<file path="config.mk">
export PLATFORM = sky130hd
export DESIGN_NAME = wprot_monitor
export DESIGN_NICKNAME = d
export VERILOG_FILES = /design/src/rtl/wprot_pkg.sv /design/src/rtl/wprot_window.sv /design/src/rtl/wprot_capture.sv /design/src/rtl/wprot_monitor.sv
export SDC_FILE = /design/constraint.sdc
export NUM_CORES = 1
export LEC_CHECK = 0
export BUFFER_PORTS_ARGS = -buffer_cell sky130_fd_sc_hd__buf_4
export CORE_AREA = 2 2 179 146
export CTS_CLUSTER_DIAMETER = 120
export DETAILED_ROUTE_END_ITERATION = 8
export DIE_AREA = 0 0 181 148
export GPL_TIMING_DRIVEN = 1
export PLACE_DENSITY = 0.85
export SLEW_MARGIN = 20
export SYNTH_ARGS = -nofsm -noshare
export SYNTH_HDL_FRONTEND = slang
export SYNTH_HIERARCHICAL = 1
export SYNTH_SLANG_ARGS = --single-unit
</file>
<file path="constraint.sdc">
create_clock -name clk -period 7.08 [get_ports clk]
set_input_delay 1.77 -clock clk [delete_from_list [all_inputs] [get_ports clk]]
set_output_delay 1.77 -clock clk [all_outputs]
set_load 0.03 [all_outputs]
</file>
<file path="src/rtl/wprot_pkg.sv">
package wprot_pkg;
  localparam int DATA_W   = 32;
  localparam int ADDR_W   = 32;
  localparam int WIN_LSB  = 16;
  localparam int PORT_W   = 5;
  localparam int SUB_W    = 4;
  localparam int MASK_W   = 24;
  localparam int EN_BIT   = 24;
  localparam int NCHAN    = 2;
  localparam int NSLOT    = 2;
  localparam int FLAG_LSB = 21;
  localparam int PORT_LSB = 10;
  localparam int SUB_LSB  = 6;
  localparam int REG_AW   = 6;
endpackage

</file>
<file path="src/rtl/wprot_window.sv">
module wprot_window #(
  parameter int BLK_W  = 16,
  parameter int PORT_W = 5,
  parameter int MASK_W = 24
) (
  input  logic [2*BLK_W-1:0] win_word,
  input  logic               en,
  input  logic [MASK_W-1:0]  permit,
  input  logic               req_valid,
  input  logic [BLK_W-1:0]   req_blk,
  input  logic [PORT_W-1:0]  req_port,
  output logic               hit
);
  localparam int PSPAN = 1 << PORT_W;

  logic [BLK_W-1:0] start_blk;
  logic [BLK_W-1:0] end_blk;
  logic [PSPAN-1:0] permit_ext;
  logic             in_win;
  logic             allowed;

  assign start_blk = win_word[BLK_W-1:0];
  assign end_blk   = win_word[2*BLK_W-1:BLK_W];

  generate
    if (PSPAN > MASK_W) begin : g_pad
      assign permit_ext = {{(PSPAN-MASK_W){1'b0}}, permit};
    end else begin : g_trim
      assign permit_ext = permit[PSPAN-1:0];
    end
  endgenerate

  always_comb begin
    in_win  = (req_blk >= start_blk) && (req_blk <= end_blk);
    allowed = permit_ext[req_port];
    hit     = req_valid && en && in_win && !allowed;
  end
endmodule

</file>
<file path="src/rtl/wprot_capture.sv">
module wprot_capture #(
  parameter int NSLOT    = 2,
  parameter int NCHAN    = 2,
  parameter int AW       = 32,
  parameter int DW       = 32,
  parameter int PORT_W   = 5,
  parameter int SUB_W    = 4,
  parameter int FLAG_LSB = 21,
  parameter int PORT_LSB = 10,
  parameter int SUB_LSB  = 6
) (
  input  logic                     clk,
  input  logic                     rst_n,
  input  logic [NCHAN-1:0]         hits,
  input  logic [AW-1:0]            req_addr,
  input  logic [PORT_W-1:0]        req_port,
  input  logic [SUB_W-1:0]         req_sub,
  input  logic [NSLOT-1:0]         clr,
  output logic [NSLOT-1:0]         occ,
  output logic [NSLOT-1:0][AW-1:0] slot_addr,
  output logic [NSLOT-1:0][DW-1:0] slot_stat
);
  logic [NSLOT-1:0]         occ_q, occ_d;
  logic [NSLOT-1:0][AW-1:0] addr_q, addr_d;
  logic [NSLOT-1:0][DW-1:0] stat_q, stat_d;
  logic                     cap_en;
  logic [DW-1:0]            new_stat;
  logic                     taken;

  always_comb begin
    cap_en   = |hits;
    new_stat = '0;
    new_stat[FLAG_LSB +: NCHAN] = hits;
    new_stat[PORT_LSB +: PORT_W] = req_port;
    new_stat[SUB_LSB  +: SUB_W]  = req_sub;
  end

  always_comb begin
    occ_d  = occ_q;
    addr_d = addr_q;
    stat_d = stat_q;
    taken  = 1'b0;
    for (int s = 0; s < NSLOT; s++) begin
      if (clr[s]) begin
        occ_d[s]  = 1'b0;
        addr_d[s] = '0;
        stat_d[s] = '0;
      end
      if (cap_en && !taken && !occ_q[s]) begin
        occ_d[s]  = 1'b1;
        addr_d[s] = req_addr;
        stat_d[s] = new_stat;
        taken     = 1'b1;
      end
    end
  end

  always_ff @(posedge clk or negedge rst_n) begin
    if (!rst_n) begin
      occ_q  <= '0;
      addr_q <= '0;
      stat_q <= '0;
    end else begin
      occ_q  <= occ_d;
      addr_q <= addr_d;
      stat_q <= stat_d;
    end
  end

  assign occ       = occ_q;
  assign slot_addr = addr_q;
  assign slot_stat = stat_q;


  first_fill_chk: assert property (@(posedge clk) disable iff (!rst_n)
    (cap_en && !occ_q[0]) |=> (occ_q[0] && addr_q[0] == $past(req_addr)));


  slot_hold_chk: assert property (@(posedge clk) disable iff (!rst_n)
    (occ_q[0] && !clr[0]) |=> $stable(addr_q[0]) && $stable(stat_q[0]));


  full_drop_chk: assert property (@(posedge clk) disable iff (!rst_n)
    ((&occ_q) && clr == '0) |=> ((&occ_q) && $stable(addr_q) && $stable(stat_q)));
endmodule

</file>
<file path="src/rtl/wprot_monitor.sv">
module wprot_monitor
  import wprot_pkg::*;
#(
  parameter int DW     = DATA_W,
  parameter int AW     = ADDR_W,
  parameter int PW     = PORT_W,
  parameter int SW     = SUB_W,
  parameter int RAW    = REG_AW
) (
  input  logic          clk,
  input  logic          rst_n,
  input  logic          snp_valid,
  input  logic [AW-1:0] snp_addr,
  input  logic [PW-1:0] snp_port,
  input  logic [SW-1:0] snp_sub,
  input  logic          reg_wr,
  input  logic          reg_rd,
  input  logic [RAW-1:0] reg_addr,
  input  logic [DW-1:0] reg_wdata,
  output logic [DW-1:0] reg_rdata,
  output logic          irq
);
  localparam int BLK_W     = AW - WIN_LSB;
  localparam int CTL_W     = EN_BIT + 1;
  localparam int IDX_W     = RAW - 2;
  localparam int STAT_IDX  = 2 * NCHAN;
  localparam int SLOT_BASE = STAT_IDX + 1;

  logic [1:0] rst_sync;
  logic       rst_int_n;

  always_ff @(posedge clk or negedge rst_n) begin
    if (!rst_n) rst_sync <= '0;
    else        rst_sync <= {rst_sync[0], 1'b1};
  end
  assign rst_int_n = rst_sync[1];

  logic [IDX_W-1:0] idx;
  logic             wr_ok;

  assign idx   = reg_addr[RAW-1:2];
  assign wr_ok = reg_wr && (reg_addr[1:0] == 2'b00);

  logic [NCHAN-1:0][2*BLK_W-1:0] win_q, win_d;
  logic [NCHAN-1:0][CTL_W-1:0]   ctl_q, ctl_d;

  always_comb begin
    win_d = win_q;
    ctl_d = ctl_q;
    for (int c = 0; c < NCHAN; c++) begin
      if (wr_ok && idx == IDX_W'(2*c))   win_d[c] = reg_wdata[2*BLK_W-1:0];
      if (wr_ok && idx == IDX_W'(2*c+1)) ctl_d[c] = reg_wdata[CTL_W-1:0];
    end
  end

  always_ff @(posedge clk or negedge rst_int_n) begin
    if (!rst_int_n) begin
      win_q <= '0;
      ctl_q <= '0;
    end else begin
      win_q <= win_d;
      ctl_q <= ctl_d;
    end
  end

  logic [NCHAN-1:0] hits;

  generate
    for (genvar c = 0; c < NCHAN; c++) begin : g_chan
      wprot_window #(
        .BLK_W (BLK_W),
        .PORT_W(PW),
        .MASK_W(MASK_W)
      ) u_win (
        .win_word (win_q[c]),
        .en       (ctl_q[c][EN_BIT]),
        .permit   (ctl_q[c][MASK_W-1:0]),
        .req_valid(snp_valid),
        .req_blk  (snp_addr[AW-1:WIN_LSB]),
        .req_port (snp_port),
        .hit      (hits[c])
      );
    end
  endgenerate

  logic [NSLOT-1:0]         clr;
  logic [NSLOT-1:0]         occ;
  logic [NSLOT-1:0][AW-1:0] slot_addr;
  logic [NSLOT-1:0][DW-1:0] slot_stat;

  assign clr = (wr_ok && idx == IDX_W'(STAT_IDX)) ? reg_wdata[NSLOT-1:0] : '0;

  wprot_capture #(
    .NSLOT   (NSLOT),
    .NCHAN   (NCHAN),
    .AW      (AW),
    .DW      (DW),
    .PORT_W  (PW),
    .SUB_W   (SW),
    .FLAG_LSB(FLAG_LSB),
    .PORT_LSB(PORT_LSB),
    .SUB_LSB (SUB_LSB)
  ) u_cap (
    .clk      (clk),
    .rst_n    (rst_int_n),
    .hits     (hits),
    .req_addr (snp_addr),
    .req_port (snp_port),
    .req_sub  (snp_sub),
    .clr      (clr),
    .occ      (occ),
    .slot_addr(slot_addr),
    .slot_stat(slot_stat)
  );

  logic [DW-1:0] rd_d, rd_q;

  always_comb begin
    rd_d = '0;
    for (int c = 0; c < NCHAN; c++) begin
      if (idx == IDX_W'(2*c))   rd_d = DW'(win_q[c]);
      if (idx == IDX_W'(2*c+1)) rd_d = DW'(ctl_q[c]);
    end
    if (idx == IDX_W'(STAT_IDX)) rd_d = DW'(occ);
    for (int s = 0; s < NSLOT; s++) begin
      if (idx == IDX_W'(SLOT_BASE + 2*s))     rd_d = DW'(slot_addr[s]);
      if (idx == IDX_W'(SLOT_BASE + 2*s + 1)) rd_d = slot_stat[s];
    end
  end

  always_ff @(posedge clk or negedge rst_int_n) begin
    if (!rst_int_n)  rd_q <= '0;
    else if (reg_rd) rd_q <= rd_d;
  end

  assign reg_rdata = rd_q;
  assign irq       = |occ;


  irq_fall_chk: assert property (@(posedge clk) disable iff (!rst_int_n)
    $fell(irq) |-> $past(wr_ok));
endmodule

</file>
==> results.txt <==
* Critical-path maximum fanout: 50
- DR WL/cell: 23.7 um
* Number of DRC markers after the initial detailed-route iteration: 871
* Routability congestion estimate: 0.947
- Detailed routing placed a total of 4120 um of wire on met3.
* Num Clock Sinks: 236
* Worst reg2reg path startpoint: win_q[17]
- Critical path class: input port to register
* Cell Count, Final, Fillers Out: 1581
- Synth Warn #: 6
* Number of placement rows: 52
- In this run the horizontal extent of the chip is 181 um.
- Source of the critical timing path: snp_addr[25]
- Post-route fraction of the period consumed by the critical path: 66.5%
- After synthesis the netlist holds a flip-flop and latch count of 236.
* Setup Viol. Count Final: 0
- On the final layout, the worst clock skew is 0.0233 ns.
- Critical Path Stages: 12
- From bottom edge to top edge, the die measures 148 um.
- The tool flagged a number of max-cap violations equal to 0.
* Insertion delay to the later sink of the worst-skew pair: 0.54 ns
- Final hold violation count: 0
* Vias post-DR: 9829
* Register share of total power: 43.6%
- After technology mapping, the gate count stands at 1159.
* Count of inserted antenna diode cells: 0
* Number of enable flip-flop cells after synthesis: 0
* Initial antenna violation count: 0
* Hold buffer count at CTS: 0
- The number of global-route vias before repair was 10084.
* Vias per Instance: 6.22
- Internal portion of total power: 3000 uW
- DRC violation count after routing: 0
- Layout Area Growth over Synthesis: 11.9%
* Post-Route M1 WL: 15200 um
- Summed instance area of the synthesized netlist: 13600 sq um
* Root buf cell: sky130_fd_sc_hd__clkbuf_16
* Critical path required time: 7.54 ns
- The clock passes through at most 3 buffers.
* Static power due to leakage: 0.00726 uW
- Worst R2R End: u_cap/slot_stat[8]
* Fraction of layout cells with a size suffix above 1: 29.0%
- Number of pins with negative max-slew slack in the final report: 0
- Unrepaired setup endpoints after global routing: false
* CTS buffer count: 26
- The floorplan step defined a die boundary enclosing 26800 sq um.
* Routed wl met2: 16800 um
- In this run the number of H-tree levels came out at 1.
- The number of buffers and inverters on the critical path is 2.
* ANT nets after route: 0
- In this run, the clock network consumes 32.4% of the power.
- Top flip-flop cell by instance count after synthesis: sky130_fd_sc_hd__dfrtp_1
* Initial Util: 54.3%
- In this design, the stage delay of the slowest critical-path cell is 0.91 ns.
- After layout, the minimum clock period comes to 4.71 ns.
* # resized after CTS: 0
- In this run the tightest slew margin relative to its limit is 31.0%.
- Post-synth ARST share: 100%
- The signal on the critical path passes through buf_4 > ha_1 > a21o_1 > a21o_1 > a21oi_1 > o21ai_0 > a21oi_1 > nor4_2 > o21ba_2 > buf_4 > nand2_1 > o21ai_1.
* Slack of the worst reg-to-reg path: 3.30 ns
* Hold slack: 0.244 ns
- For this design the ratio of total power to cell area is 282 nW/um^2.
- The worst setup path is captured at a register.
- TritonCTS built the clock tree.
* Aggregate global-route resource usage: 28.1%
- After clock tree synthesis, the setup repair step added 0 buffers.
- Adding up every negative setup slack in the final design gives 0 ns.
- At the pin with the least slew margin, the transition time is 1.03 ns.
- Logic gate share of total power: 24.0%
- The first global-routing pass estimated 58200 um of wire.
- Achievable clock frequency: 212 MHz
* Top metal layer carrying routed signals: met4
* Dpl cells: 1537
- Drt total wl: 37500 um
* Total of fill cells in the finished design: 1978
- Detailed placement finished with a half-perimeter wire length of 25600 um.
- HP Class: register to async pin
- The analysis attributes to net switching a power of 1280 uW.
- Worst IR Drop VDD: 0.000212 V
* Sum of overflow across all layers after global routing: 0
- Net switching share of the total power: 29.9%
- The flow ran to the end, and the final reports show no timing, DRC or antenna violations.
- Clock edge transition at the registers on the reported setup and hold paths: 0.06 ns
- The average instance in the mapped netlist occupies 11.7 sq um.
- Placeable core area: 25000 sq um
- NumNets Final: 1390
- The worst register-to-register path has a depth of 12.
- STA classifies the critical path startpoint as an input port.
- Port-buffer cells: 116
- Of the synthesized area, sequential elements account for 43.6%.
- Data on the critical path arrives at its endpoint at 5.17 ns.
* First-pass iteration count of the detailed router: 5
* Synth cell types: 58
- Kind of cell with the highest combined delay on the critical path: compound AO/OA/AOI/OAI gates
- In this run the count of I/O pins placed on the die edge is 117.
- Entering global routing, the biggest net connects 85 pins.
- The critical path ends at u_cap/slot_stat[8].
- CP max-delay cell: sky130_fd_sc_hd__o21ba_2
==> stage by stage <==
step / util, % / setup WS [ns] / power [uW] / instance area [sq um]
finish: 60.7 / 2.37 / 4280 / 15200
global route: 60.7 / 2.09 / 4450 / 15200
CTS: 60.6 / 2.40 / 4260 / 15100
detailed placement: 57.2 / 1.87 / 2870 / 14300
global placement: 57.2 / 2.02 / 2810 / 14300
floorplan: - / 0.0162 / 2550 / 13700
==> how the worst min path moves through the flow <==
stage,slack [ns],from,endpoint
final,0.24,rst_sync[1],win_q[9]
after global routing,0.28,rst_sync[1],win_q[9]
after CTS,0.35,rst_sync[0],rst_sync[1]
after detailed placement,0.34,rst_sync[0],rst_sync[1]
after global placement,0.33,rst_sync[0],rst_sync[1]
after floorplan,0.33,rst_sync[0],rst_sync[1]
==> cell type report <==
cell class / count / area [sq um] / area share (%)
inverters: 66 / 248 / 1.63
clock buffers: 30 / 707 / 4.66
repair buffers: 127 / 973 / 6.42
flip-flops and latches: 236 / 5910 / 39.0
multi-input cells: 785 / 6770 / 44.6
clock inverters: 13 / 155 / 1.02
well taps: 324 / 405 / 2.67
==> cell usage after synthesis, types with 3 or more instances <==
library cell / instances / area share, %
sky130_fd_sc_hd__o21ai_0: 15 / 0.55
sky130_fd_sc_hd__mux2_2: 78 / 6.5
sky130_fd_sc_hd__mux4_1: 10 / 1.9
sky130_fd_sc_hd__or2_2: 3 / 0.14
sky130_fd_sc_hd__and4_1: 5 / 0.32
sky130_fd_sc_hd__nand4_1: 8 / 0.37
sky130_fd_sc_hd__buf_6: 10 / 0.83
sky130_fd_sc_hd__a221oi_1: 23 / 1.5
sky130_fd_sc_hd__buf_4: 47 / 2.6
sky130_fd_sc_hd__mux4_2: 27 / 4.5
sky130_fd_sc_hd__buf_2: 27 / 1.0
sky130_fd_sc_hd__a21oi_1: 49 / 1.8
sky130_fd_sc_hd__nand2_1: 123 / 3.4
sky130_fd_sc_hd__nor2b_1: 47 / 2.2
sky130_fd_sc_hd__mux2_1: 8 / 0.66
sky130_fd_sc_hd__o22ai_1: 32 / 1.5
sky130_fd_sc_hd__ha_1: 64 / 5.9
sky130_fd_sc_hd__nor3b_1: 7 / 0.39
sky130_fd_sc_hd__o21ai_1: 41 / 1.5
sky130_fd_sc_hd__and3_1: 8 / 0.37
sky130_fd_sc_hd__a22o_1: 23 / 1.5
sky130_fd_sc_hd__a21o_1: 14 / 0.78
sky130_fd_sc_hd__clkbuf_1: 23 / 0.64
sky130_fd_sc_hd__nor2_1: 9 / 0.25
sky130_fd_sc_hd__a2bb2oi_1: 9 / 0.58
sky130_fd_sc_hd__nand2b_1: 5 / 0.23
sky130_fd_sc_hd__mux2i_1: 13 / 0.96
sky130_fd_sc_hd__a31oi_1: 9 / 0.42
sky130_fd_sc_hd__buf_12: 5 / 0.74
sky130_fd_sc_hd__mux2_4: 69 / 7.6
sky130_fd_sc_hd__and2_1: 3 / 0.14
sky130_fd_sc_hd__inv_1: 64 / 1.8
sky130_fd_sc_hd__nand3_1: 6 / 0.22
sky130_fd_sc_hd__dfrtp_1: 236 / 44
==> flip-flops by register name, summed over array words and instances, names as in the netlist <==
name	flops
u_cap/slot_addr	64
win_q	64
ctl_q	50
reg_rdata	32
rst_sync	2
u_cap/slot_stat	22
u_cap/occ	2
==> layer usage <==
layer | vias to the layer above | global-route usage (%)
li1 | 4291 | -
met1 | 4865 | 38.4
met2 | 565 | 42.6
met3 | 108 | 8.72
met4 | 0 | 10.0
met5 | - | 0
==> placed cells by master, fill, tap and decap left out, types with 3 or more instances in the layout <==
master                       instances
sky130_fd_sc_hd__dfrtp_1           235
sky130_fd_sc_hd__buf_4             126
sky130_fd_sc_hd__nand2_1           123
sky130_fd_sc_hd__mux2_2             78
sky130_fd_sc_hd__mux2_4             69
sky130_fd_sc_hd__inv_1              64
sky130_fd_sc_hd__ha_1               64
sky130_fd_sc_hd__a21oi_1            49
sky130_fd_sc_hd__nor2b_1            45
sky130_fd_sc_hd__conb_1             43
sky130_fd_sc_hd__o21ai_1            41
sky130_fd_sc_hd__o22ai_1            32
sky130_fd_sc_hd__mux4_2             27
sky130_fd_sc_hd__clkbuf_16          27
sky130_fd_sc_hd__a22o_1             23
sky130_fd_sc_hd__a221oi_1           23
sky130_fd_sc_hd__o21ai_0            15
sky130_fd_sc_hd__a21o_1             14
sky130_fd_sc_hd__mux2i_1            13
sky130_fd_sc_hd__mux4_1             10
sky130_fd_sc_hd__nor2_1              9
sky130_fd_sc_hd__a2bb2oi_1           9
sky130_fd_sc_hd__a31oi_1             9
sky130_fd_sc_hd__and3_1              8
sky130_fd_sc_hd__mux2_1              8
sky130_fd_sc_hd__nand4_1             8
sky130_fd_sc_hd__nor3b_1             7
sky130_fd_sc_hd__nand3_1             6
sky130_fd_sc_hd__and4_1              5
sky130_fd_sc_hd__nand2b_1            5
sky130_fd_sc_hd__clkinv_2            5
sky130_fd_sc_hd__and2_1              3
sky130_fd_sc_hd__or2_2               3
sky130_fd_sc_hd__bufinv_16           3
sky130_fd_sc_hd__clkinvlp_4          3
==> power by group through the flow <==
| stage | logic, uW | clock network [uW] | registers (uW) |
|---|---|---|---|
| after floorplan | 699 | 0 | 1850 |
| after global placement | 951 | 0 | 1860 |
| after detailed placement | 994 | 0 | 1880 |
| after CTS | 1010 | 1390 | 1860 |
| after global routing | 1110 | 1450 | 1890 |
| final | 1030 | 1390 | 1860 |
==> logic make-up after synthesis <==
family / synth area share [%]
AO/OA/AOI/OAI: 11.4
adder cells (fa/ha/maj): 5.91
buffers and inverters: 7.66
flip-flops: 43.6
multiplexers: 22.2
other: 0.0554
AND/OR/NAND/NOR: 9.25
Note: power is estimated with default switching activity, not from simulation.
